--- config.mk ---
export PLATFORM = sky130hd
export DESIGN_NAME = ostmr_wdt
export DESIGN_NICKNAME = d
export VERILOG_FILES = /design/src/rtl/ostmr_pkg.sv /design/src/rtl/ostmr_counter.sv /design/src/rtl/ostmr_channel.sv /design/src/rtl/ostmr_wdog.sv /design/src/rtl/ostmr_wdt.sv
export SDC_FILE = /design/constraint.sdc
export NUM_CORES = 1
export LEC_CHECK = 0
export ABC_AREA = 1
export BUFFER_PORTS_ARGS = -buffer_cell sky130_fd_sc_hd__buf_2
export CORE_MARGIN = 5
export CORE_UTILIZATION = 30
export CTS_BUF_LIST = sky130_fd_sc_hd__clkbuf_4 sky130_fd_sc_hd__clkbuf_8 sky130_fd_sc_hd__clkbuf_16
export DETAILED_ROUTE_END_ITERATION = 8
export HOLD_SLACK_MARGIN = 0.02
export SETUP_SLACK_MARGIN = 0.05
export SYNTH_ARGS = -nofsm -noshare
export SYNTH_HDL_FRONTEND = slang
export SYNTH_SLANG_ARGS = --single-unit
export TNS_END_PERCENT = 30
--- constraint.sdc ---
create_clock -name clk -period 2.2 [get_ports clk]
set_clock_uncertainty 0.1 [all_clocks]
set_input_delay 0.11 -clock clk [delete_from_list [all_inputs] [get_ports clk]]
set_output_delay 0.11 -clock clk [all_outputs]
set_load 0.02 [all_outputs]
--- src/rtl/ostmr_pkg.sv ---
package ostmr_pkg;
  localparam int unsigned WORD_W = 32;
  localparam int unsigned NUM_CH = 4;
  localparam int unsigned WD_CH  = NUM_CH - 1;

  typedef logic [WORD_W-1:0] word_t;

  localparam logic [3:0] A_COUNT = 4'd4;
  localparam logic [3:0] A_IEN   = 4'd5;
  localparam logic [3:0] A_STAT  = 4'd6;
  localparam logic [3:0] A_WDEN  = 4'd7;
  localparam logic [3:0] A_CAUSE = 4'd8;

  function automatic word_t count_next(word_t cur, logic adv, logic load, word_t val);
    if (load) return val;
    if (adv) return cur + word_t'(1);
    return cur;
  endfunction

  function automatic logic [NUM_CH-1:0] sticky_next(logic [NUM_CH-1:0] cur,
                                                     logic [NUM_CH-1:0] set,
                                                     logic [NUM_CH-1:0] clr);
    return set | (cur & ~clr);
  endfunction
endpackage

--- src/rtl/ostmr_counter.sv ---
module ostmr_counter
  import ostmr_pkg::*;
(
  input  logic  clk,
  input  logic  rst_n,
  input  logic  tick,
  input  logic  load,
  input  word_t load_val,
  output word_t count
);
  always_ff @(posedge clk or negedge rst_n) begin
    if (!rst_n) count <= '0;
    else        count <= count_next(count, tick, load, load_val);
  end

  a_r2_advance: assert property (@(posedge clk) disable iff (!rst_n)
    (tick && !load) |=> (count == $past(count) + word_t'(1)));
  a_r2_hold: assert property (@(posedge clk) disable iff (!rst_n)
    (!tick && !load) |=> $stable(count));
endmodule

--- src/rtl/ostmr_channel.sv ---
module ostmr_channel
  import ostmr_pkg::*;
(
  input  logic  clk,
  input  logic  rst_n,
  input  word_t count,
  input  logic  wr_match,
  input  word_t wdata,
  output word_t match_q,
  output logic  hit
);
  always_ff @(posedge clk or negedge rst_n) begin
    if (!rst_n)        match_q <= '0;
    else if (wr_match) match_q <= wdata;
  end

  assign hit = (count == match_q);
endmodule

--- src/rtl/ostmr_wdog.sv ---
module ostmr_wdog #(
  parameter int unsigned PULSE_LEN = 256
) (
  input  logic clk,
  input  logic rst_n,
  input  logic fire,
  output logic busy
);
  localparam int unsigned CW = (PULSE_LEN > 2) ? $clog2(PULSE_LEN) : 1;
  localparam logic [CW-1:0] LAST = CW'(PULSE_LEN - 1);

  logic [CW-1:0] left;

  always_ff @(posedge clk or negedge rst_n) begin
    if (!rst_n) begin
      busy <= 1'b0;
      left <= '0;
    end else if (busy) begin
      if (left == '0) busy <= 1'b0;
      else            left <= left - CW'(1);
    end else if (fire) begin
      busy <= 1'b1;
      left <= LAST;
    end
  end

  a_r8_start: assert property (@(posedge clk) disable iff (!rst_n)
    (fire && !busy) |=> (busy && left == LAST));
  a_r8_continue: assert property (@(posedge clk) disable iff (!rst_n)
    (busy && left != '0) |=> busy);
  a_r8_end: assert property (@(posedge clk) disable iff (!rst_n)
    (busy && left == '0) |=> !busy);
endmodule

--- src/rtl/ostmr_wdt.sv ---
module ostmr_wdt
  import ostmr_pkg::*;
#(
  parameter int unsigned PULSE_LEN = 256
) (
  input  logic        clk,
  input  logic        rst_n,
  input  logic        tick,
  input  logic        wr_en,
  input  logic [3:0]  addr,
  input  logic [31:0] wdata,
  output logic [31:0] rdata,
  output logic        irq,
  output logic        wdt_rst
);
  word_t                     count;
  word_t [NUM_CH-1:0]        match_q;
  logic  [NUM_CH-1:0]        hit;
  logic  [NUM_CH-1:0]        ien_q, status_q, stat_clr, stat_set;
  logic                      wden_q, cause_q, wd_fire, cause_clr;

  ostmr_counter u_cnt (
    .clk(clk), .rst_n(rst_n), .tick(tick),
    .load(wr_en && addr == A_COUNT), .load_val(wdata), .count(count)
  );

  for (genvar c = 0; c < NUM_CH; c++) begin : g_ch
    ostmr_channel u_ch (
      .clk(clk), .rst_n(rst_n), .count(count),
      .wr_match(wr_en && addr == 4'(c)), .wdata(wdata),
      .match_q(match_q[c]), .hit(hit[c])
    );
  end

  assign stat_clr  = (wr_en && addr == A_STAT)  ? wdata[NUM_CH-1:0] : '0;
  assign cause_clr = wr_en && addr == A_CAUSE && wdata[0];
  assign stat_set  = hit & ien_q;
  assign wd_fire   = wden_q && hit[WD_CH] && !wdt_rst;

  always_ff @(posedge clk or negedge rst_n) begin
    if (!rst_n) begin
      ien_q    <= '0;
      status_q <= '0;
      wden_q   <= 1'b0;
      cause_q  <= 1'b0;
    end else begin
      if (wr_en && addr == A_IEN) ien_q <= wdata[NUM_CH-1:0];
      if (wr_en && addr == A_WDEN) wden_q <= wden_q | wdata[0];
      status_q <= sticky_next(status_q, stat_set, stat_clr);
      cause_q  <= wd_fire | (cause_q & ~cause_clr);
    end
  end

  ostmr_wdog #(.PULSE_LEN(PULSE_LEN)) u_wd (
    .clk(clk), .rst_n(rst_n), .fire(wd_fire), .busy(wdt_rst)
  );

  assign irq = |status_q;

  always_comb begin
    rdata = '0;
    if (addr < 4'(NUM_CH)) rdata = match_q[addr[1:0]];
    else begin
      case (addr)
        A_COUNT: rdata = count;
        A_IEN:   rdata[NUM_CH-1:0] = ien_q;
        A_STAT:  rdata[NUM_CH-1:0] = status_q;
        A_WDEN:  rdata[0] = wden_q;
        A_CAUSE: rdata[0] = cause_q;
        default: rdata = '0;
      endcase
    end
  end

  for (genvar c = 0; c < NUM_CH; c++) begin : g_chk
    a_r3_set: assert property (@(posedge clk) disable iff (!rst_n)
      (hit[c] && ien_q[c]) |=> status_q[c]);
    a_r4_r5_keep: assert property (@(posedge clk) disable iff (!rst_n)
      (status_q[c] && !stat_clr[c]) |=> status_q[c]);
  end
  a_r7_sticky: assert property (@(posedge clk) disable iff (!rst_n)
    wden_q |=> wden_q);
  a_r9_cause: assert property (@(posedge clk) disable iff (!rst_n)
    wd_fire |=> (cause_q && wdt_rst));
  a_r11_quiet: assert property (@(posedge clk) disable iff (!rst_n)
    (!wden_q && !wdt_rst) |=> !wdt_rst);
  a_r6_irq: assert property (@(posedge clk) disable iff (!rst_n)
    (|stat_set) |=> irq);
endmodule

==> results of run 1 <==
-- cells by family after synthesis --
kind of cell / share of synthesized area, %
compound gates: 18.05
xor+xnor: 6.037
fa+ha+maj: 0.3496
buf+inv: 9.055
flops: 41.72
simple gates: 24.79
-- routing by layer --
layer  up-vias  track usage (%)  part of all wire (%)
met5         -                0                     0
met4         0            7.421                   3.0
met3        90            4.519                   8.5
met2       506            32.04                    45
met1      5001            28.29                    43
li1       4921                -                     -
-- cell type report --
| cell class | instances | share of cell area [%] |
|---|---|---|
| clock inverter | 13 | 1.176 |
| clock buffer | 19 | 3.479 |
| tap | 461 | 4.557 |
| timing repair buffer | 151 | 8.728 |
| multi-input combinational | 1027 | 41.85 |
| sequential | 179 | 35.45 |
| inverter | 160 | 4.764 |
-- worst max-delay path: cells and delay by family, from the launching register on --
kind / cells / cell delay, ns
DFF: 1 / 0.47
xor gates and xnor gates: 1 / 0.33
and+or+nand+nor: 8 / 1.10
-- cell usage after synthesis, types with 20 or more instances --
| cell type | number |
|---|---|
| o21ai_1 | 136 |
| inv_1 | 146 |
| o22ai_1 | 46 |
| clkbuf_1 | 30 |
| buf_2 | 32 |
| nand2_1 | 421 |
| o21ai_0 | 78 |
| xor2_1 | 45 |
| xnor2_1 | 29 |
| o2bb2ai_1 | 25 |
| nor3_1 | 22 |
| nand4_1 | 20 |
| dfrtp_1 | 179 |
| nand3_1 | 52 |
| nor2_1 | 69 |
-- metrics by stage --
step                      total power [mW]  cell area, µm²  setup slack, ns  std cells  hold slack (ns)
after floorplan                      6.903           10740           0.5480       1440          -0.2856
after global placement               8.226           11680           0.1103       1940          0.05534
after detailed placement             8.267           11680           0.1627       1940          0.05357
after CTS                            11.50           12650           0.1396       2010          0.06008
after global routing                 12.16           12660          0.06081       2010           0.1077
final                                11.54           12660           0.1300       2010          0.07246
-- how the worst max path moves through the flow --
stage                    start               to  slack [ns]  cells after the start
6_report       u_cnt.count[23]     u_wd.left[6]        0.13                      9
4_1_cts        u_cnt.count[14]        rdata[14]        0.14                      3
5_1_grt         u_cnt.count[0]  u_cnt.count[24]        0.06                     10
3_5_place_dp   u_cnt.count[24]     u_wd.left[6]        0.16                      9
2_1_floorplan   u_cnt.count[1]  u_cnt.count[24]        0.55                     10
3_3_place_gp   u_cnt.count[14]  u_cnt.count[22]        0.11                      8
-- sequential cells by signal, summed over array words and instances, names as in the netlist --
name	cells
ien_q	4
wden_q	1
u_wd.busy	1
g_ch.u_ch.match_q	128
cause_q	1
u_wd.left	8
u_cnt.count	32
status_q	4
-- layout by cell type (no fill, tap or decap), types with 36 or more instances in the layout --
master / synthesis / routed
o21ai_1: 136 / 136
nand2_1: 421 / 418
inv_1: 146 / 146
nand3_1: 52 / 52
xor2_1: 45 / 45
buf_4: 5 / 36
dlygate4sd3_1: 0 / 38
buf_2: 32 / 72
o22ai_1: 46 / 46
dfrtp_1: 179 / 173
nor2_1: 69 / 67
o21ai_0: 78 / 78
-- power by group through the flow --
stage / Combinational (mW) / Clock, mW / Sequential (mW)
after floorplan: 2.49 / 0 / 4.41
after global placement: 3.36 / 0 / 4.87
after detailed placement: 3.38 / 0 / 4.89
after CTS: 3.44 / 3.23 / 4.84
after global routing: 3.86 / 3.34 / 4.96
final: 3.50 / 3.17 / 4.87
-- timing repair --
| item | CTS | global route |
|---|---|---|
| hold buffers | 38 | 0 |
| hold endpoints to repair | 223 | 0 |
| gates resized for setup | 0 | 7 |
| endpoints found under the setup margin | 0 | 14 |
==> results.rst, run 1 <==
.. list-table::
   :header-rows: 1

   * - Metric
     - Value
   * - Post-layout nets
     - 1579
   * - DPL Wire Length
     - 30050 µm
   * - Worst slew margin relative to its limit
     - 60.48%
   * - Register bit count reported by yosys
     - 179
   * - Launch point of the worst reg-to-reg path
     - u_cnt.count[23]
   * - Share of the clock period used by the worst path after layout
     - 94.09%
   * - CTS Root Cell
     - clkbuf_16
   * - Clock share of power
     - 27.4%
   * - Sequential fraction of the synthesis area
     - 41.72%
   * - Number of I/O pins
     - 74
   * - Count of yosys warnings during synthesis
     - 0
   * - Fmax
     - 483.1 MHz
   * - Detail Route Antenna Nets
     - 0
   * - Pin count of the biggest net entering global routing
     - 66
   * - Number of iterations in the first detailed-routing pass
     - 7
   * - Crit path time final
     - 2.070 ns
   * - Multi-input combinational cell area
     - 5298 µm²
   * - Maximum resistive drop on vdd
     - 584.4 µV
   * - Area of the die
     - 39670 µm²
   * - Number of buffer cells added on primary ports
     - 73
   * - Die width
     - 199.2 µm
   * - Setup Viol. Count Final
     - 0
   * - Psw
     - 4.538 mW
   * - Syn avg cell area
     - 7.456 µm²
   * - Critical path endpoint category
     - flop
   * - Critical path class
     - reg -> reg
   * - Flip-flop and latch area
     - 4487 µm²
   * - Flop2flop setup slack
     - 0.13 ns
   * - Post-synthesis instance area
     - 10740 µm²
   * - Number of H-tree levels
     - 4
   * - Number of pins exceeding their max-slew limit in the final report
     - 0
   * - Placer's final routability congestion estimate
     - 0.9539
   * - Sw Ratio
     - 39.32%
   * - Post-synth cell types
     - 43
   * - # diodes
     - 0
   * - Worst reg2reg path endpoint
     - u_wd.left[6]
   * - Area of the core
     - 35480 µm²
   * - Worst-Margin Slew
     - 0.5883 ns
   * - Clock Sink Count
     - 179
   * - Max stage delay on crit path
     - 0.47 ns
   * - Post-Syn Nets
     - 1483
   * - Portion of total power attributed to combinational logic
     - 30.3%
   * - Total congestion overflow
     - 0
   * - Deepest clock path buffer count
     - 2
   * - P&R area growth vs syn
     - 17.90%
   * - Nature of the critical path startpoint
     - flop
   * - Drt total wl
     - 40770 µm
   * - CTS tree
     - done
   * - Worst Path Max Fanout
     - 10
   * - Starting utilization of the core area
     - 30.26%
   * - Largest cells by area after synthesis
     - dfrtp_1, nand2_1, o21ai_1, inv_1, xor2_1
   * - Number of global-route vias before repair
     - 10073
   * - Internal power
     - 7.002 mW
   * - Area share of the largest cell type after synthesis
     - 41.72%
   * - Overall Global Routing Usage
     - 20.58%
   * - RSZ-0062 raised after global routing
     - false
   * - Outcome
     - complete, no violations
   * - Floorplan die height
     - 199.2 µm
   * - WHS Path Cells
     - 4
   * - Number of max-capacitance violations reported
     - 0
   * - Dominant cell type by area after synthesis
     - dfrtp_1
   * - First-pass GRT wire length
     - 61610 µm
   * - Initial antenna violation count
     - 0
   * - Share of the core filled with cells
     - 35.67%
   * - CP max-delay cell
     - dfrtp_1
   * - Min-delay worst type
     - in -> reg
   * - Leakage power
     - 5.840 nW
   * - Clock slew at reported path FFs
     - 0.07 ns
   * - Routed wire length per instance
     - 20.28 µm
   * - Summed negative setup slack over all endpoints
     - 0 ns
   * - Most frequent CP cell
     - nand2_1
   * - Final count of hold timing violations
     - 0
   * - Filler instances
     - 3790
   * - Async S/R FF share, synth
     - 100.0%
   * - Ratio of cells with drive above 1 in the final layout
     - 13.17%
   * - Cells after Synth
     - 1440
   * - Post-synth EDFFs
     - 0
   * - Placement Rows
     - 69
   * - Required @ worst endpoint
     - 2.48 ns
   * - Pwr Density
     - 911.7 nW/µm²
   * - Iteration-0 DRC Markers
     - 1031
   * - Flip-flop cell with the highest count after synthesis
     - dfrtp_1
   * - Hold Path Origin
     - addr[3]
   * - Number of buffers added for setup after CTS
     - 0
   * - Number of vias per cell
     - 5.233
   * - Number of buffers created by CTS
     - 17
   * - Overall via count from detail_route
     - 10518
   * - Number of cells traversed by the worst register-to-register path
     - 9
   * - CP cell instances
     - xnor2_1, nand2_1, nor2_1, nand2_1, nor2_2, nand3_4, nand2_4, nand2_1, nand2_1
   * - Arrival @ worst endpoint
     - 2.35 ns
   * - DRC Markers
     - 0
   * - Hold Path End
     - g_ch[1].u_ch.match_q[1]
   * - Register share of total power
     - 42.2%
   * - Clk Latency, worst-skew pair
     - 0.45 ns
Power figures use the tool's default switching activity.
==> run 2, diff against run 1 <==
- CORE_UTILIZATION: 30 -> 60
- PLACE_DENSITY: not set -> 0.79
==> run 2 against run 1 <==
  * Clock power shrank 4%
  * Final cell count shrank 12%
  * Combinational power shrank 2%
  * Design area shrank 2.6%
  * Via count grew 3.9%
  * Sequential power is essentially flat
  * Register-to-register slack lost 0.02 ns
  * Die area shrank 48%
  * Critical endpoint is now u_cnt.count[18]
==> results.rst, run 2 (synthesis gave the netlist of run 1 again) <==
.. list-table::
   :header-rows: 1

   * - Metric
     - Value
   * - Number of pins exceeding their max-slew limit in the final report
     - 0 (unchanged)
   * - Area of the core
     - 17780 µm² (-50%)
   * - P&R area growth vs syn
     - 14.78%
   * - CTS Root Cell
     - clkbuf_16
   * - CTS tree
     - done
   * - Total instance count after detailed placement
     - 1705 (-12%)
   * - Most used cells in the layout excluding fill and tap cells
     - nand2_1, dfrtp_1, inv_1
   * - # diodes
     - 0 (unchanged)
   * - Number of vias per cell
     - 6.156 (+18%)
   * - Clock share of power
     - 26.8% (-0.6 points)
   * - Maximum resistive drop on vdd
     - 956.8 µV (+64%)
   * - Cell area reported after detailed placement
     - 11360 µm² (-2.7%)
   * - Number of I/O pins
     - 74 (unchanged)
   * - Setup Viol. Count Final
     - 0 (unchanged)
   * - Cell class contributing the biggest share of worst-path delay
     - simple AND/OR/NAND/NOR gates
   * - RSZ-0062 raised after global routing
     - true
   * - Number of cells traversed by the worst register-to-register path
     - 8 (-1)
   * - Share of the clock period used by the worst path after layout
     - 94.89% (+0.80 points)
   * - First-pass GRT wire length
     - 58750 µm (-4.6%)
   * - Worst-Margin Slew
     - 0.6142 ns (+0.02590 ns)
   * - DRC Markers
     - 0 (unchanged)
   * - Register share of total power
     - 42.8% (+0.6 points)
   * - Sw Ratio
     - 39.02% (-0.31 points)
   * - Launch point of the worst reg-to-reg path
     - u_cnt.count[2]
   * - Initial antenna violation count
     - 0 (unchanged)
   * - Pwr Density
     - 918.7 nW/µm² (+0.77%)
   * - Floorplan die height
     - 143.8 µm (-28%)
   * - Outcome
     - complete, no violations
   * - Number of H-tree levels
     - 4 (unchanged)
   * - Post-layout nets
     - 1577 (-0.13%)
   * - Internal power
     - 6.904 mW (-1.4%)
   * - Ratio of cells with drive above 1 in the final layout
     - 12.67% (-0.50 points)
   * - Largest register FFs
     - 128 (unchanged)
   * - Leading cell type in the layout, fill and taps excluded
     - nand2_1
   * - Deepest clock path buffer count
     - 2 (unchanged)
   * - Clk Latency, worst-skew pair
     - 0.45 ns (about the same)
   * - Max stage delay on crit path
     - 0.53 ns (+0.06 ns)
   * - Nature of the critical path startpoint
     - flop
   * - Clock Sink Count
     - 179 (unchanged)
   * - Routed wire length per instance
     - 21.32 µm (+5.1%)
   * - Number of buffer cells added on primary ports
     - 73 (unchanged)
   * - Worst Path Max Fanout
     - 8 (-2)
   * - Starting utilization of the core area
     - 60.39% (+30 points)
   * - Iteration-0 DRC Markers
     - 1319 (+28%)
   * - Final Non-Filler Cells
     - 1776 (-12%)
   * - Placement Rows
     - 49 (-29%)
   * - Min-delay worst type
     - in -> async
   * - Number of buffers created by CTS
     - 17 (unchanged)
   * - Flop2flop setup slack
     - 0.11 ns (-0.02 ns)
   * - Die width
     - 143.8 µm (-28%)
   * - Number of max-capacitance violations reported
     - 0 (unchanged)
   * - Area of the die
     - 20670 µm² (-48%)
   * - Arrival @ worst endpoint
     - 2.32 ns (-0.03 ns)
   * - Worst reg2reg path endpoint
     - u_cnt.count[18]
   * - Psw
     - 4.417 mW (-2.7%)
   * - Portion of total power attributed to combinational logic
     - 30.3% (about the same)
   * - Critical path endpoint category
     - flop
   * - Buf+Inv Stages, Crit Path
     - 0 (unchanged)
   * - Crit path time final
     - 2.088 ns (+0.01754 ns)
   * - Leakage power
     - 5.831 nW (-0.14%)
   * - Number of iterations in the first detailed-routing pass
     - 6 (-1)
   * - Overall Global Routing Usage
     - 37.32% (+17 points)
   * - Post-Route Hold Slack
     - 0.1239 ns (+0.05147 ns)
   * - Placer's final routability congestion estimate
     - 1.113 (+17%)
   * - Detail Route Antenna Nets
     - 0 (unchanged)
   * - Fmax
     - 479.0 MHz (-0.84%)
   * - Number of global-route vias before repair
     - 10223 (+1.5%)
   * - Worst slew margin relative to its limit
     - 59.05% (-1.4 points)
   * - CP cell instances
     - nand2_1, nor2_1, nand2_1, nor2_2, nand3_1, xor2_1, nand2_1, nand2_1
   * - Final worst setup slack
     - 0.1124 ns (-0.01754 ns)
   * - Clock slew at reported path FFs
     - 0.07 ns (about the same)
   * - Total congestion overflow
     - 0 (unchanged)
   * - Registers with the highest flip-flop counts
     - g_ch.u_ch.match_q (128), u_cnt.count (32), u_wd.left (8)
   * - DPL Wire Length
     - 26740 µm (-11%)
   * - Critical path class
     - reg -> reg
   * - Summed negative setup slack over all endpoints
     - 0 ns (unchanged)
   * - Post-layout instance area
     - 12320 µm² (-2.6%)
   * - Post-placement worst setup slack
     - 0.06655 ns (-0.09611 ns)
   * - Required @ worst endpoint
     - 2.44 ns (-0.04 ns)
   * - Most frequent CP cell
     - nand2_1
   * - Pin count of the biggest net entering global routing
     - 61 (-7.6%)
   * - CP max-delay cell
     - dfrtp_1
   * - Register ranked first by flip-flop count
     - g_ch.u_ch.match_q
   * - Filler instances
     - 1516 (-60%)
   * - Overall via count from detail_route
     - 10933 (+3.9%)
   * - Final count of hold timing violations
     - 0 (unchanged)
   * - Drt total wl
     - 37860 µm (-7.1%)
-- run 2: routing by layer --
metal | part of all wire, % | track usage [%]
met3 | 11 | 6.955
met1 | 40 | 51.87
met5 | 0 | 0
met4 | 5.5 | 16.60
met2 | 44 | 57.27
-- run 2: timing repair --
action	CTS	global route
setup buffers	0	1
endpoints found under the setup margin	1	32
pin swaps	0	1
hold buffers	38	0
resized for setup	1	0
endpoints found under the hold margin	287	0
-- run 2: power by group through the flow --
| stage | clock (mW) | sequential (mW) | combinational (mW) |
|---|---|---|---|
| after global placement | 0 | 4.83 | 3.21 |
| after global routing | 3.15 | 4.92 | 3.75 |
| final | 3.04 | 4.85 | 3.43 |
| after detailed placement | 0 | 4.85 | 3.26 |
| after CTS | 3.03 | 4.81 | 3.34 |
| after floorplan | 0 | 4.41 | 2.49 |
-- run 2: stage by stage --
step           total power [mW]  utilization, %
2_1_floorplan             6.903               -
3_3_place_gp              8.037           63.91
3_5_place_dp              8.111           63.91
4_1_cts                   11.18           69.27
5_1_grt                   11.83           69.31
6_report                  11.32           69.31
-- run 2: cell type report --
cell class                 count  area (µm²)  area share [%]
sequential                   179        4481           36.36
clock buffer                  21       467.9           3.797
timing repair buffer         149        1087           8.823
clock inverter                11       102.6          0.8326
multi-input combinational   1027        5295           42.97
inverter                     160       603.1           4.894
tap                          229       286.5           2.325
-- run 2: how the worst max path moves through the flow --
stage / slack [ns] / cells past startpoint / startpoint / end
floorplan: 0.55 / 10 / u_cnt.count[1] / u_cnt.count[24]
global placement: 0.02 / 8 / u_cnt.count[10] / u_cnt.count[31]
detailed placement: 0.07 / 8 / u_cnt.count[10] / u_cnt.count[31]
CTS: 0.09 / 9 / wr_en / g_ch[3].u_ch.match_q[22]
global route: 0.04 / 9 / u_cnt.count[14] / u_cnt.count[28]
finish: 0.11 / 8 / u_cnt.count[2] / u_cnt.count[18]
-- run 2: worst reg2reg max path: stages, from the launching register on --
cell and delay [ns]:
dfrtp_1 0.53, nand2_1 0.15, nor2_1 0.35, nand2_1 0.15
nor2_2 0.26, nand3_1 0.14, xor2_1 0.16, nand2_1 0.08
nand2_1 0.05
